**src/rtl/shadow_router_pkg.sv**
```systemverilog
package shadow_router_pkg;
    localparam int ADDR_W = 36;

    typedef enum logic [1:0] {
        TGT_BUS = 2'd0,
        TGT_RAM = 2'd1,
        TGT_ROM = 2'd2
    } target_e;

    localparam logic [ADDR_W-1:0] HOLE_BASE   = 36'h0_000A_0000;
    localparam logic [ADDR_W-1:0] SHADOW_BASE = 36'h0_000C_0000;
    localparam logic [ADDR_W-1:0] EXT_BASE    = 36'h0_0010_0000;
    localparam logic [ADDR_W-1:0] FOUR_G      = 36'h1_0000_0000;
endpackage

```
**src/rtl/shadow_cfg_regs.sv**
```systemverilog
module shadow_cfg_regs #(
    parameter int NUM_SEG = 13,
    parameter int SZ_W    = 16
) (
    input  logic               clk,
    input  logic               rst_n,
    input  logic               cfg_we,
    input  logic [1:0]         cfg_sel,
    input  logic [15:0]        cfg_data,
    output logic [NUM_SEG-1:0] rd_en,
    output logic [NUM_SEG-1:0] wr_en,
    output logic [SZ_W-1:0]    low_mb,
    output logic [SZ_W-1:0]    high_mb
);
    typedef struct packed {
        logic [NUM_SEG-1:0] rd_en;
        logic [NUM_SEG-1:0] wr_en;
        logic [SZ_W-1:0]    low_mb;
        logic [SZ_W-1:0]    high_mb;
    } cfg_t;

    cfg_t cfg_d, cfg_q;

    always_comb begin
        cfg_d = cfg_q;
        if (cfg_we) begin
            unique case (cfg_sel)
                2'd0: cfg_d.rd_en   = cfg_data[NUM_SEG-1:0];
                2'd1: cfg_d.wr_en   = cfg_data[NUM_SEG-1:0];
                2'd2: cfg_d.low_mb  = cfg_data[SZ_W-1:0];
                default: cfg_d.high_mb = cfg_data[SZ_W-1:0];
            endcase
        end
    end

    always_ff @(posedge clk) begin
        if (!rst_n) cfg_q <= '0;
        else        cfg_q <= cfg_d;
    end

    assign rd_en   = cfg_q.rd_en;
    assign wr_en   = cfg_q.wr_en;
    assign low_mb  = cfg_q.low_mb;
    assign high_mb = cfg_q.high_mb;

    // Registers only move on a configuration strobe
    assert_cfg_keep_R10: assert property (@(posedge clk) disable iff (!rst_n)
        !cfg_we |=> ($stable(rd_en) && $stable(wr_en) && $stable(low_mb) && $stable(high_mb)));
endmodule

```
**src/rtl/shadow_region_decode.sv**
```systemverilog
module shadow_region_decode
    import shadow_router_pkg::*;
#(
    parameter int NUM_SEG = 13,
    parameter int SZ_W    = 16
) (
    input  logic [ADDR_W-1:0]  addr,
    input  logic               write,
    input  logic [NUM_SEG-1:0] rd_en,
    input  logic [NUM_SEG-1:0] wr_en,
    input  logic [SZ_W-1:0]    low_mb,
    input  logic [SZ_W-1:0]    high_mb,
    output target_e            target,
    output logic               rom_write,
    output logic [ADDR_W-1:0]  offset
);
    localparam int EW         = ADDR_W + 1;
    localparam int SMALL_SEGS = NUM_SEG - 1;
    localparam int SEG_LG     = 14;
    localparam int IDX_W      = $clog2(NUM_SEG);
    localparam int MB_LG      = 20;
    localparam logic [SZ_W-1:0] LOW_CAP = SZ_W'(4096);
    localparam logic [EW-1:0] HOLE_E   = EW'(HOLE_BASE);
    localparam logic [EW-1:0] SHADOW_E = EW'(SHADOW_BASE);
    localparam logic [EW-1:0] TOPSEG_E = EW'(SHADOW_BASE) + (EW'(SMALL_SEGS) << SEG_LG);
    localparam logic [EW-1:0] EXT_E    = EW'(EXT_BASE);
    localparam logic [EW-1:0] FOURG_E  = EW'(FOUR_G);

    logic [EW-1:0]    addr_e, low_end, high_end, seg_off;
    logic [SZ_W-1:0]  low_lim;
    logic [IDX_W-1:0] seg_idx;
    logic             en_bit;

    always_comb begin
        target    = TGT_BUS;
        rom_write = 1'b0;
        offset    = '0;
        addr_e    = {1'b0, addr};
        low_lim   = (low_mb > LOW_CAP) ? LOW_CAP : low_mb;
        low_end   = EW'(low_lim) << MB_LG;
        high_end  = FOURG_E + (EW'(high_mb) << MB_LG);
        seg_off   = addr_e - SHADOW_E;
        seg_idx   = (addr_e < TOPSEG_E) ? IDX_W'(seg_off >> SEG_LG) : IDX_W'(SMALL_SEGS);
        en_bit    = write ? wr_en[seg_idx] : rd_en[seg_idx];

        if (addr_e < HOLE_E) begin
            target = TGT_RAM;
            offset = addr;
        end else if (addr_e < SHADOW_E) begin
            target = TGT_BUS;
        end else if (addr_e < EXT_E) begin
            if (en_bit) begin
                target = TGT_RAM;
                offset = addr;
            end else begin
                target    = TGT_ROM;
                rom_write = write;
            end
        end else if (addr_e < FOURG_E) begin
            if (addr_e < low_end) begin
                target = TGT_RAM;
                offset = addr;
            end
        end else if (addr_e < high_end) begin
            target = TGT_RAM;
            offset = ADDR_W'(low_end + addr_e - FOURG_E);
        end
    end
endmodule

```
**src/rtl/shadow_router.sv**
```systemverilog
module shadow_router
    import shadow_router_pkg::*;
#(
    parameter int NUM_SEG = 13,
    parameter int SZ_W    = 16
) (
    input  logic              clk,
    input  logic              rst_n,
    input  logic              req_valid,
    output logic              req_ready,
    input  logic [35:0]       req_addr,
    input  logic              req_write,
    input  logic              cfg_we,
    input  logic [1:0]        cfg_sel,
    input  logic [15:0]       cfg_data,
    output logic              dec_valid,
    input  logic              dec_ready,
    output logic [1:0]        dec_target,
    output logic              dec_rom_write,
    output logic [35:0]       dec_offset
);
    typedef struct packed {
        logic              valid;
        target_e           target;
        logic              rom_write;
        logic [ADDR_W-1:0] offset;
    } decision_t;

    decision_t out_d, out_q;

    logic [NUM_SEG-1:0] rd_en, wr_en;
    logic [SZ_W-1:0]    low_mb, high_mb;
    target_e            nxt_target;
    logic               nxt_rom_write;
    logic [ADDR_W-1:0]  nxt_offset;
    logic               accept;

    shadow_cfg_regs #(.NUM_SEG(NUM_SEG), .SZ_W(SZ_W)) u_cfg (
        .clk(clk), .rst_n(rst_n), .cfg_we(cfg_we), .cfg_sel(cfg_sel),
        .cfg_data(cfg_data), .rd_en(rd_en), .wr_en(wr_en),
        .low_mb(low_mb), .high_mb(high_mb)
    );

    shadow_region_decode #(.NUM_SEG(NUM_SEG), .SZ_W(SZ_W)) u_dec (
        .addr(req_addr), .write(req_write), .rd_en(rd_en), .wr_en(wr_en),
        .low_mb(low_mb), .high_mb(high_mb), .target(nxt_target),
        .rom_write(nxt_rom_write), .offset(nxt_offset)
    );

    assign req_ready = !out_q.valid || dec_ready;
    assign accept    = req_valid && req_ready;

    always_comb begin
        out_d = out_q;
        if (out_q.valid && dec_ready) out_d.valid = 1'b0;
        if (accept) begin
            out_d.valid     = 1'b1;
            out_d.target    = nxt_target;
            out_d.rom_write = nxt_rom_write;
            out_d.offset    = nxt_offset;
        end
    end

    always_ff @(posedge clk) begin
        if (!rst_n) out_q <= '0;
        else        out_q <= out_d;
    end

    assign dec_valid     = out_q.valid;
    assign dec_target    = out_q.target;
    assign dec_rom_write = out_q.rom_write;
    assign dec_offset    = out_q.offset;

    assert_hold_R9: assert property (@(posedge clk) disable iff (!rst_n)
        (dec_valid && !dec_ready) |=> (dec_valid && $stable(dec_target)
            && $stable(dec_offset) && $stable(dec_rom_write)));

    assert_accept_R9: assert property (@(posedge clk) disable iff (!rst_n)
        (req_valid && req_ready) |=> dec_valid);

    assert_low_ram_R1: assert property (@(posedge clk) disable iff (!rst_n)
        (req_valid && req_ready && req_addr < HOLE_BASE)
            |=> (dec_target == 2'd1 && dec_offset == $past(req_addr)));

    assert_hole_bus_R2: assert property (@(posedge clk) disable iff (!rst_n)
        (req_valid && req_ready && req_addr >= HOLE_BASE && req_addr < SHADOW_BASE)
            |=> (dec_target == 2'd0));

    assert_rom_write_R4: assert property (@(posedge clk) disable iff (!rst_n)
        (req_valid && req_ready && !req_write) |=> !dec_rom_write);

    assert_reset_idle_R8: assert property (@(posedge clk)
        !rst_n |=> !dec_valid);
endmodule

```
**config.mk**
```make
export PLATFORM = sky130hd
export DESIGN_NAME = shadow_router
export DESIGN_NICKNAME = d
export VERILOG_FILES = /design/src/rtl/shadow_router_pkg.sv /design/src/rtl/shadow_cfg_regs.sv /design/src/rtl/shadow_region_decode.sv /design/src/rtl/shadow_router.sv
export SDC_FILE = /design/constraint.sdc
export NUM_CORES = 1
export LEC_CHECK = 0
export ABC_CLOCK_PERIOD_IN_PS = 4700
export BUFFER_PORTS_ARGS = -buffer_cell sky130_fd_sc_hd__clkbuf_2
export CORE_AREA = 3 3 117 108
export DETAILED_ROUTE_END_ITERATION = 6
export DIE_AREA = 0 0 120 111
export GPL_TIMING_DRIVEN = 1
export PLACE_DENSITY = 0.86
export SLEW_MARGIN = 20
export SYNTH_ARGS = -nofsm -noshare
export SYNTH_HDL_FRONTEND = slang
export SYNTH_HIERARCHICAL = 1
export SYNTH_SLANG_ARGS = --single-unit
```
**constraint.sdc**
```tcl
create_clock -name clk -period 4.7 [get_ports clk]
set_input_delay 0.47 -clock clk [delete_from_list [all_inputs] [get_ports clk]]
set_output_delay 0.47 -clock clk [all_outputs]
set_load 0.01 [all_outputs]
```
# Yosys cells after proc, flatten, opt, wreduce, memory -nomap -nowiden
# Cells that the tools add are included.
[totals]
regBits = 98
inputBits = 60
wordCells = 62
out_inout_bits = 41
[op_classes]
addsub = 4
reduce_logical = 11
mux = 27
order_cmp = 9
bitwise_logic = 1
eq_ne = 2
[op_table]
columns = ["op", "count"]
rows = [
  ["$mux 36", 7],
  ["$lt 36x20->1 const B", 3],
  ["$mux 40", 1],
  ["$add 33x36->37 const A", 1],
  ["$lt 36x37->1", 1],
  ["$add 36x36->36", 1],
  ["$lt 36x21->1 const B", 1],
  ["$lt 36x33->1 const B", 1],
  ["$lt 36x36->1", 1],
  ["$sub 36x33->36 const B", 1],
  ["$sub 18x1->18 const B", 1],
  ["$gt 16x13->1 const B", 1],
  ["$mux 16", 1],
  ["$mux 1", 10],
  ["$mux 2", 5],
  ["$bmux 1 s4", 2],
  ["$reduce_and 2->1", 4],
  ["$lt 4x5->1 const B", 1],
  ["$mux 4", 1],
  ["$reduce_or 3->1", 1],
  ["$eq 2x1->1 const B", 1],
  ["$eq 2x2->1 const B", 1],
  ["$logic_and 1x1->1", 2],
  ["$logic_not 2->1", 1],
  ["other kinds (4)", 4],
]

# Logic depth before layout (Yosys ltp)
# Gate-level depths: netlist of run 1.
[logic_depth]
ltp_word = 10
depth_mapped = 17
depth_no_buf = 17

# Modules after synthesis
# Netlist of run 1, hierarchy kept.
[by_module_without_submodules]
columns = ["module", "cells_each", "area_each_um2", "instances"]
rows = [
  ["shadow_region_decode", 342, 2568.7, 1],
  ["shadow_cfg_regs", 209, 2148.3, 1],
  ["shadow_router", 175, 1597.8, 1],
]

# Least setup slack after synthesis of run 1
# OpenSTA, ideal clock, no wires.
[synth_path]
kind = "flip-flop to flip-flop"
start = "register u_cfg.cfg_q, in the netlist u_cfg/low_mb[7]"
end = "register out_q, in the netlist dec_offset[35]"
arrival_time_ns = 4.049
required_time_ns = 4.628
slack_ns = 0.579
path_buffers = 1
stages_incl_launch_ff = 18
period_less_slack_ns = 4.121
cell_sequence = "dfxtp_1 > nor4_1 > nand3_1 > a2111oi_0 > clkbuf_1 > nand2_1 > ha_1 > inv_1 > fa_1 > a211o_1 > a2111oi_0 > o31a_1 > a21oi_1 > a31oi_1 > xnor2_1 > a21oi_1 > nand2_1 > mux2i_1"
[synth_via]
elab_chain_cells = 9
word_cells_on_any_way = 11
cone_classes = "add/sub: 2; order compare: 2; mux: 7"
[synth_lines]
columns = ["element", "line", "source"]
rows = [
  ["from (decl)", "shadow_cfg_regs.sv:22", "cfg_t cfg_d, cfg_q;"],
  ["from (signal assigned)", "shadow_cfg_regs.sv:38", "else cfg_q <= cfg_d;"],
  ["$gt 16x13->1", "shadow_region_decode.sv:39", "low_lim = (low_mb > LOW_CAP) ? LOW_CAP : low_mb;"],
  ["$mux 16 *", "shadow_region_decode.sv:39", ""],
  ["$add 36x36->36", "shadow_region_decode.sv:66", "offset = ADDR_W'(low_end + addr_e - FOURG_E);"],
  ["$sub 36x33->36", "shadow_region_decode.sv:66", ""],
  ["$mux 36", "shadow_region_decode.sv:64", "end else if (addr_e < high_end) begin"],
  ["$mux 36 *", "shadow_region_decode.sv:59", "end else if (addr_e < FOURG_E) begin"],
  ["$mux 36 *", "shadow_region_decode.sv:51", "end else if (addr_e < EXT_E) begin"],
  ["$mux 36 *", "shadow_region_decode.sv:49", "end else if (addr_e < SHADOW_E) begin"],
  ["$mux 36 *", "shadow_region_decode.sv:46", "if (addr_e < HOLE_E) begin"],
  ["via nxt_offset[35]", "shadow_router.sv:35", "logic [ADDR_W-1:0] nxt_offset;"],
  ["to (signal assigned)", "shadow_router.sv:66", "else out_q <= out_d;"],
  ["to (decl)", "shadow_router.sv:29", "decision_t out_d, out_q;"],
]
# The timed path passes the listed nets; every way through them passes the cells marked *.
# A chain may end at the register's enable or synchronous reset.

# Worst setup path in the final report of run 1
[layout_path]
start = "register u_cfg.cfg_q, in the netlist u_cfg/low_mb[0]"
end = "register out_q, in the netlist dec_offset[35]"
# The elaborated chain is that of the path after synthesis.

==> results.md, run 1 <==
* Worst setup path class: flop to flop
* Critical Path RT at 4.97 ns
* Grt peak-use layer: met2
* Leakage at 3.51 nW
* Initial Utilization at 0.552
* Arrival time worst endpoint at 4.56 ns
* Die height at 111 um
* Max transition margin at 0.317
* DP Cell Count at 952
* Yosys top cell area share at 0.311
* Filler cell count in the final layout at 952
* Cell Count, Final, Fillers Out at 968
* Largest net degree at the start of global routing at 85
* H-tree Lvls at 3
* Worst-skew pair later-pin latency at 0.35 ns
* CTS max path bufs at 2
* Vias in the first global route at 4916
* Overflow after GRT at 0
* Post-synthesis cell type count at 66
* Width of the die at 120 um
* Register area share after synthesis at 0.311
* Worst Skew at 0.0101 ns
* Area Overhead vs Synth at 12.9%
* Worst Path Max Fanout at 11
* Hold Crit Class: primary input to flop
* Pwr Density at 283 nW/um^2
* CORE AREA at 11400 sq um
* Clock buffer count from CTS at 9
* Actual slew at the worst max-slew pin at 1.02 ns
* Crit. End Element: flop
* Final Net Count at 929
* GR Layer Usage met1 at 0.300
* Met3 Use GR at 0.0469
* Detailed-route via count at 5305
* Clk slew on worst S/H paths at 0.07 ns
* Hpwl dp at 11000 um
* Top FF cell, synth: dfxtp_1
* Post-Syn Area at 6310 sq um
* 1st-iter DRT viols at 350
* Flops & latches, synth at 98
* Syn_area_per_cell at 8.70 sq um
* Final setup violation count at 0
* RSZ-0062 raised after global routing: false
* Total wire length at 14800 um
* # DRC at 0
* Routed WL per cell at 15.3 um
* Met2 global-route usage at 0.349
* Synth area leaders: dfxtp_1 31%, mux2i_1 16%, ha_1 12%
* FP Rows at 37
* Die area at 13300 sq um
* MaxCap Viol Count at 0
* Port buffer count at 100
* Maximum VDD drop at 0.235 mV
* I/O pins at 101
* FMAX at 0.233 GHz
* Inserted Diodes at 0
* First-pass GRT wire length at 24000 um
* Final Max Slew Viols at 0
* Routability cong. at 0.894
* Initial antenna violation count at 0
* Synth warn at 6
* Post-synth top cells: 174 x nand2_1, 98 x dfxtp_1, 98 x mux2i_1
* Period utilization at 0.912
* CTS tree: yes
* Setup TNS at 0 ns
* Status: finished, final reports clean
* Total GRT Usage at 0.218
* Hold Vio Cnt, Final at 0
* Share of synthesized registers carrying an async set or reset at 0
* Post-synth EDFFs at 0
* Mapped Cells at 726
* R2r worst-path depth at 17
* Leading area contributor after synthesis: dfxtp_1
* CTS root buffer: clkbuf_16
* Count leader, synth: nand2_1
* WHS Path Cells at 3
* 1st-pass router iterations at 5
* Tmin final at 4.28 ns
* CP Launch Type: flop
* Sink Count at 98
* Via/cell ratio at 5.48
* Share of cells above drive strength 1 at 0.186
* Antenna Violating Nets Remaining at 0
## worst max-delay path, cell delays in order, from the launching register on
cell       delay (ns)
dfxtp_1          0.33
nor4_1           0.33
nand3_1          0.14
a2111oi_2        0.48
buf_4            0.24
nand2_1          0.09
ha_1             0.30
inv_1            0.07
fa_1             0.45
a211o_1          0.37
a2111oi_2        0.37
o31a_1           0.25
a21oi_1          0.11
a31oi_1          0.23
xnor2_1          0.11
a21oi_1          0.13
nand2_1          0.06
mux2i_1          0.14
## sequential cells by signal (all words and copies together), names as in the netlist
signal / cells
dec_valid: 1
u_cfg/high_mb: 16
dec_offset: 36
u_cfg/wr_en: 13
dec_rom_write: 1
u_cfg/rd_en: 13
u_cfg/low_mb: 16
dec_target: 2
## metrics by stage
step	utilization	setup slack, ns	instance area (sq um)	hold slack, ns	power (mW)
2_1_floorplan	-	0.579	6330	0.430	1.19
3_3_place_gp	0.598	0.370	6840	0.440	1.30
3_5_place_dp	0.598	0.305	6840	0.446	1.31
4_1_cts	0.623	0.239	7120	0.356	2.03
5_1_grt	0.624	0.0650	7130	0.389	2.11
6_report	0.624	0.415	7130	0.366	2.02
## per-layer routing
metal	part of all wire	routed length [um]
met1	0.47	6940
met2	0.45	6640
met3	0.070	1040
met4	0.015	225
met5	0	0
## path summary, 6_finish.rpt
path | from | endpoint | slack [ns]
worst max-delay path | u_cfg/low_mb[0] | dec_offset[35] | 0.42
worst max register to register | u_cfg/low_mb[0] | dec_offset[35] | 0.42
worst min-delay path | req_valid | dec_valid | 0.37
worst min register to register | dec_offset[3] | dec_offset[3] | 0.46
## power by group
part	internal [mW]	switching, mW
Combinational	0.171	0.237
Sequential	0.869	0.0223
Clock	0.380	0.340
Total	1.42	0.600
## cell type report
cell class	instances	area (sq um)	share of cell area
timing repair buffer	103	526	0.0737
clock inverter	6	48.8	0.00684
sequential	98	1960	0.275
tap	156	195	0.0274
clock buffer	10	239	0.0335
multi-input combinational	544	3970	0.557
inverter	51	191	0.0268
## timing repair
action	4_1_cts	5_1_grt
endpoints found under the setup margin	0	1
resized for setup	0	2
hold buffers	0	0
setup buffers	0	0
## cell families after synthesis
kind of cell / after synthesis / share of synthesized area
simple gates: 250 / 0.177
compound gates: 112 / 0.136
mux: 103 / 0.170
flops: 98 / 0.311
buf+inv: 88 / 0.0652
fa+ha+maj: 62 / 0.124
xor+xnor: 12 / 0.0166
other cells: 1 / 0.000594
## layout by cell type, fill, tap and decap left out, types with 3 or more instances in the layout
cell and count:
a2111oi_2 3, a211oi_1 9, a21boi_0 9, a21boi_2 8, a21o_1 10, a21oi_1 19, a22o_1 9, a31oi_1 7
and2_1 3, buf_4 4, clkbuf_16 9, clkbuf_2 99, conb_1 5, dfxtp_1 98, ha_1 61, inv_1 51
mux2i_1 98, mux4_2 3, nand2_1 174, nand3_1 13, nand3b_1 4, nand4_1 5, nor2_1 17, nor2b_1 3
nor3_1 4, nor4_1 7, o211ai_1 6, o21a_1 3, o21ai_0 6, o31a_1 4, or2_2 4, xnor2_1 7
xor2_1 5
No activity file was read; power rests on OpenSTA's default activity.
==> run 2, diff against run 1 <==
--- a/config.mk
+++ b/config.mk
@@ -7,13 +7,11 @@
 export LEC_CHECK = 0
 export ABC_CLOCK_PERIOD_IN_PS = 4700
 export BUFFER_PORTS_ARGS = -buffer_cell sky130_fd_sc_hd__clkbuf_2
-export CORE_AREA = 3 3 117 108
+export CORE_AREA = 3 3 111 103
 export DETAILED_ROUTE_END_ITERATION = 6
-export DIE_AREA = 0 0 120 111
-export GPL_TIMING_DRIVEN = 1
+export DIE_AREA = 0 0 114 106
 export PLACE_DENSITY = 0.86
 export SLEW_MARGIN = 20
 export SYNTH_ARGS = -nofsm -noshare
 export SYNTH_HDL_FRONTEND = slang
-export SYNTH_HIERARCHICAL = 1
 export SYNTH_SLANG_ARGS = --single-unit
==> run 2 against run 1 <==
Combinational power fell by 16%. Critical path depth decreased by 1. Via count grew 2.0%. Synthesized cell count is 1.7% higher. Die area is 9.3% lower. Routed wire length shrank 0.23%. Clock skew increased by 0.0052 ns. Register-to-register slack better by 0.23 ns. First-iteration DRC count rose by 15%. Final area shrank 7.7%. Fmax is 5.8% higher. Flip-flop and latch count stayed put.
==> results.md, run 2 <==
* Overflow after GRT at 0
* Top FF cell, synth: dfxtp_1
* Largest net degree at the start of global routing at 74
* CTS tree: yes
* Sink Count at 98
* Commonest cells after routing, fill and taps aside: 164 x nand2_1, 100 x clkbuf_2, 98 x dfxtp_1, 85 x a21oi_1, 61 x ha_1
* Syn_area_per_cell at 7.66 sq um
* Detailed-route via count at 5411
* Pwr Density at 308 nW/um^2
* Status: finished, final reports clean
* Inserted Diodes at 0
* Total wire length at 14800 um
* Setup TNS at 0 ns
* Tmin final at 4.05 ns
* Overall Power at 2.03 mW
* Final setup violation count at 0
* Max transition margin at 0.356
* Sequential share of power at 0.438
* Reg2reg start: u_cfg.low_mb[3]
* FMAX at 0.247 GHz
* Actual slew at the worst max-slew pin at 0.963 ns
* Final Max Slew Viols at 0
* Die area at 12100 sq um
* Worst Skew at 0.0153 ns
* Routed WL per cell at 15.4 um
* Sw Share at 0.295
* CP peak stage delay at 0.38 ns
* Width of the die at 114 um
* Crit. End Element: flop
* Critical path buffers and inverters at 2
* Final instance area at 6580 sq um
* CP Launch Type: flop
* Maximum VDD drop at 0.165 mV
* Hold_buf cts at 0
* Critical Path RT at 4.95 ns
* Vias in the first global route at 4924
* # DRC at 0
* 1st-pass router iterations at 6
* Antenna Violating Nets Remaining at 0
* Commonest non-fill, non-tap cell in the layout: nand2_1
* H-tree Lvls at 3
* Gate power share at 0.168
* Critical Path Most Common Cell: ha_1
* Die height at 106 um
* FP Rows at 35
* Placed cell areas at 6260 sq um
* Worst-skew pair later-pin latency at 0.35 ns
* Flops & latches, synth at 98
* Psw at 598 uW
* Post-synth top cells: 164 x nand2_1, 98 x dfxtp_1, 85 x a21oi_1
* Count leader, synth: nand2_1
* # Post-CTS Setup Buffers at 0
* Leading area contributor after synthesis: dfxtp_1
* Post-synth EDFFs at 0
* Clk slew on worst S/H paths at 0.07 ns
* Synth warn at 0
* CTS resizes at 0
* 1st-iter DRT viols at 401
* CORE AREA at 10200 sq um
* First-pass GRT wire length at 24100 um
* Worst setup path class: flop to flop
* Final Net Count at 947
* I/O pins at 101
* Register area share after synthesis at 0.347
* Synth area leaders: dfxtp_1 35%, ha_1 14%, nand2_1 11%
* Hold Crit Class: primary input to flop
* Leakage at 2.87 nW
* Via/cell ratio at 5.64
* Mapped Cells at 738
* Share of cells above drive strength 1 at 0.165
* Arrival time worst endpoint at 4.30 ns
* Post-Syn Area at 5650 sq um
* Crit. path cell count at 16
* Area Overhead vs Synth at 16.5%
* Post-synthesis cell type count at 55
* Routability cong. at 0.917
* Worst path slowest cell: or3_1
* Yosys top cell area share at 0.347
* Worst path top cell family by delay: compound AO/OA/AOI/OAI gates
* RR Endpoint: dec_offset[34]
* Internal at 1.43 mW
* Worst Path Max Fanout at 12
* Hold Vio Cnt, Final at 0
* Hpwl dp at 11000 um
* RSZ-0062 raised after global routing: false
* CTS max path bufs at 2
* Largest register FFs at 36
* Clock buffer count from CTS at 9
* Share of synthesized registers carrying an async set or reset at 0
* Clock power frac at 0.394
* Worst-path cell chain: nor4_1 > nand3_1 > a2111oi_2 > buf_4 > nand2_1 > ha_1 > inv_1 > ha_1 > or3_1 > a311oi_1 > o31ai_1 > o41a_1 > a21o_1 > a21oi_1 > xnor2_1 > a22o_1
* Initial Utilization at 0.551
* Initial antenna violation count at 0
* Total GRT Usage at 0.240
* CTS root buffer: clkbuf_16
* MaxCap Viol Count at 0
* WHS Path Cells at 3
* Period utilization at 0.862
* FF-to-FF setup slack at 0.65 ns
* Worst Min Path Start: req_addr[12]
* Worst hold path endpoint: dec_offset[12]
* R2r worst-path depth at 16
* Port buffer count at 100
-- run 2: per-stage QoR --
stage | hold slack (ns) | instances | worst slack (ns) | utilization
finish | 0.349 | 959 | 0.650 | 0.642
global route | 0.354 | 959 | 0.302 | 0.642
CTS | 0.350 | 959 | 0.698 | 0.642
detailed placement | 0.442 | 943 | 0.729 | 0.611
global placement | 0.435 | 943 | 0.820 | 0.611
floorplan | 0.432 | 742 | 0.760 | -
-- run 2: area by class of cell --
type                       count  area [sq um]
clock buffer                   9           225
clock inverter                 7          95.1
fill                         911          3670
inverter                      49           184
multi-input combinational    558          3380
sequential                    98          1960
tap                          129           161
timing repair buffer         109           568
-- run 2: logic make-up after synthesis --
| logic type | count (synthesis) | share of synthesized area |
|---|---|---|
| fa+ha+maj | 62 | 0.139 |
| xor+xnor | 12 | 0.0186 |
| mux | 7 | 0.0128 |
| flops | 98 | 0.347 |
| other cells | 1 | 0.000664 |
| simple gates | 298 | 0.237 |
| compound gates | 174 | 0.187 |
| buf+inv | 86 | 0.0576 |
-- run 2: worst max-delay path by stage --
stage | startpoint | to | slack (ns)
3_5_place_dp | u_cfg.low_mb[3] | dec_offset[34] | 0.73
4_1_cts | u_cfg.low_mb[3] | dec_offset[34] | 0.70
5_1_grt | u_cfg.low_mb[3] | dec_offset[34] | 0.30
2_1_floorplan | u_cfg.low_mb[7] | dec_offset[34] | 0.76
3_3_place_gp | u_cfg.low_mb[3] | dec_offset[34] | 0.82
6_report | u_cfg.low_mb[3] | dec_offset[34] | 0.65
-- run 2: worst min-delay path, delay by kind of cell --
| family | cells | cell delay (ns) |
|---|---|---|
| AND/OR/NAND/NOR | 1 | 0.06 |
| buffers and inverters | 1 | 0.08 |
| AO/OA/AOI/OAI | 1 | 0.05 |
-- run 2: power by group through the flow --
| stage | clock network, mW | logic, mW | registers, mW |
|---|---|---|---|
| 2_1_floorplan | 0 | 0.207 | 0.911 |
| 3_3_place_gp | 0 | 0.328 | 0.904 |
| 3_5_place_dp | 0 | 0.336 | 0.906 |
| 4_1_cts | 0.805 | 0.339 | 0.887 |
| 5_1_grt | 0.836 | 0.384 | 0.891 |
| 6_report | 0.798 | 0.341 | 0.887 |
-- run 2: routing by layer --
| metal | global-route usage | vias up | wire (um) | part of all wire |
|---|---|---|---|---|
| met5 | 0 | - | 0 | 0 |
| met4 | 0.0560 | 0 | 225 | 0.015 |
| met3 | 0.0387 | 21 | 1040 | 0.070 |
| met2 | 0.380 | 201 | 6700 | 0.45 |
| met1 | 0.344 | 2457 | 6840 | 0.46 |
| li1 | - | 2732 | - | - |
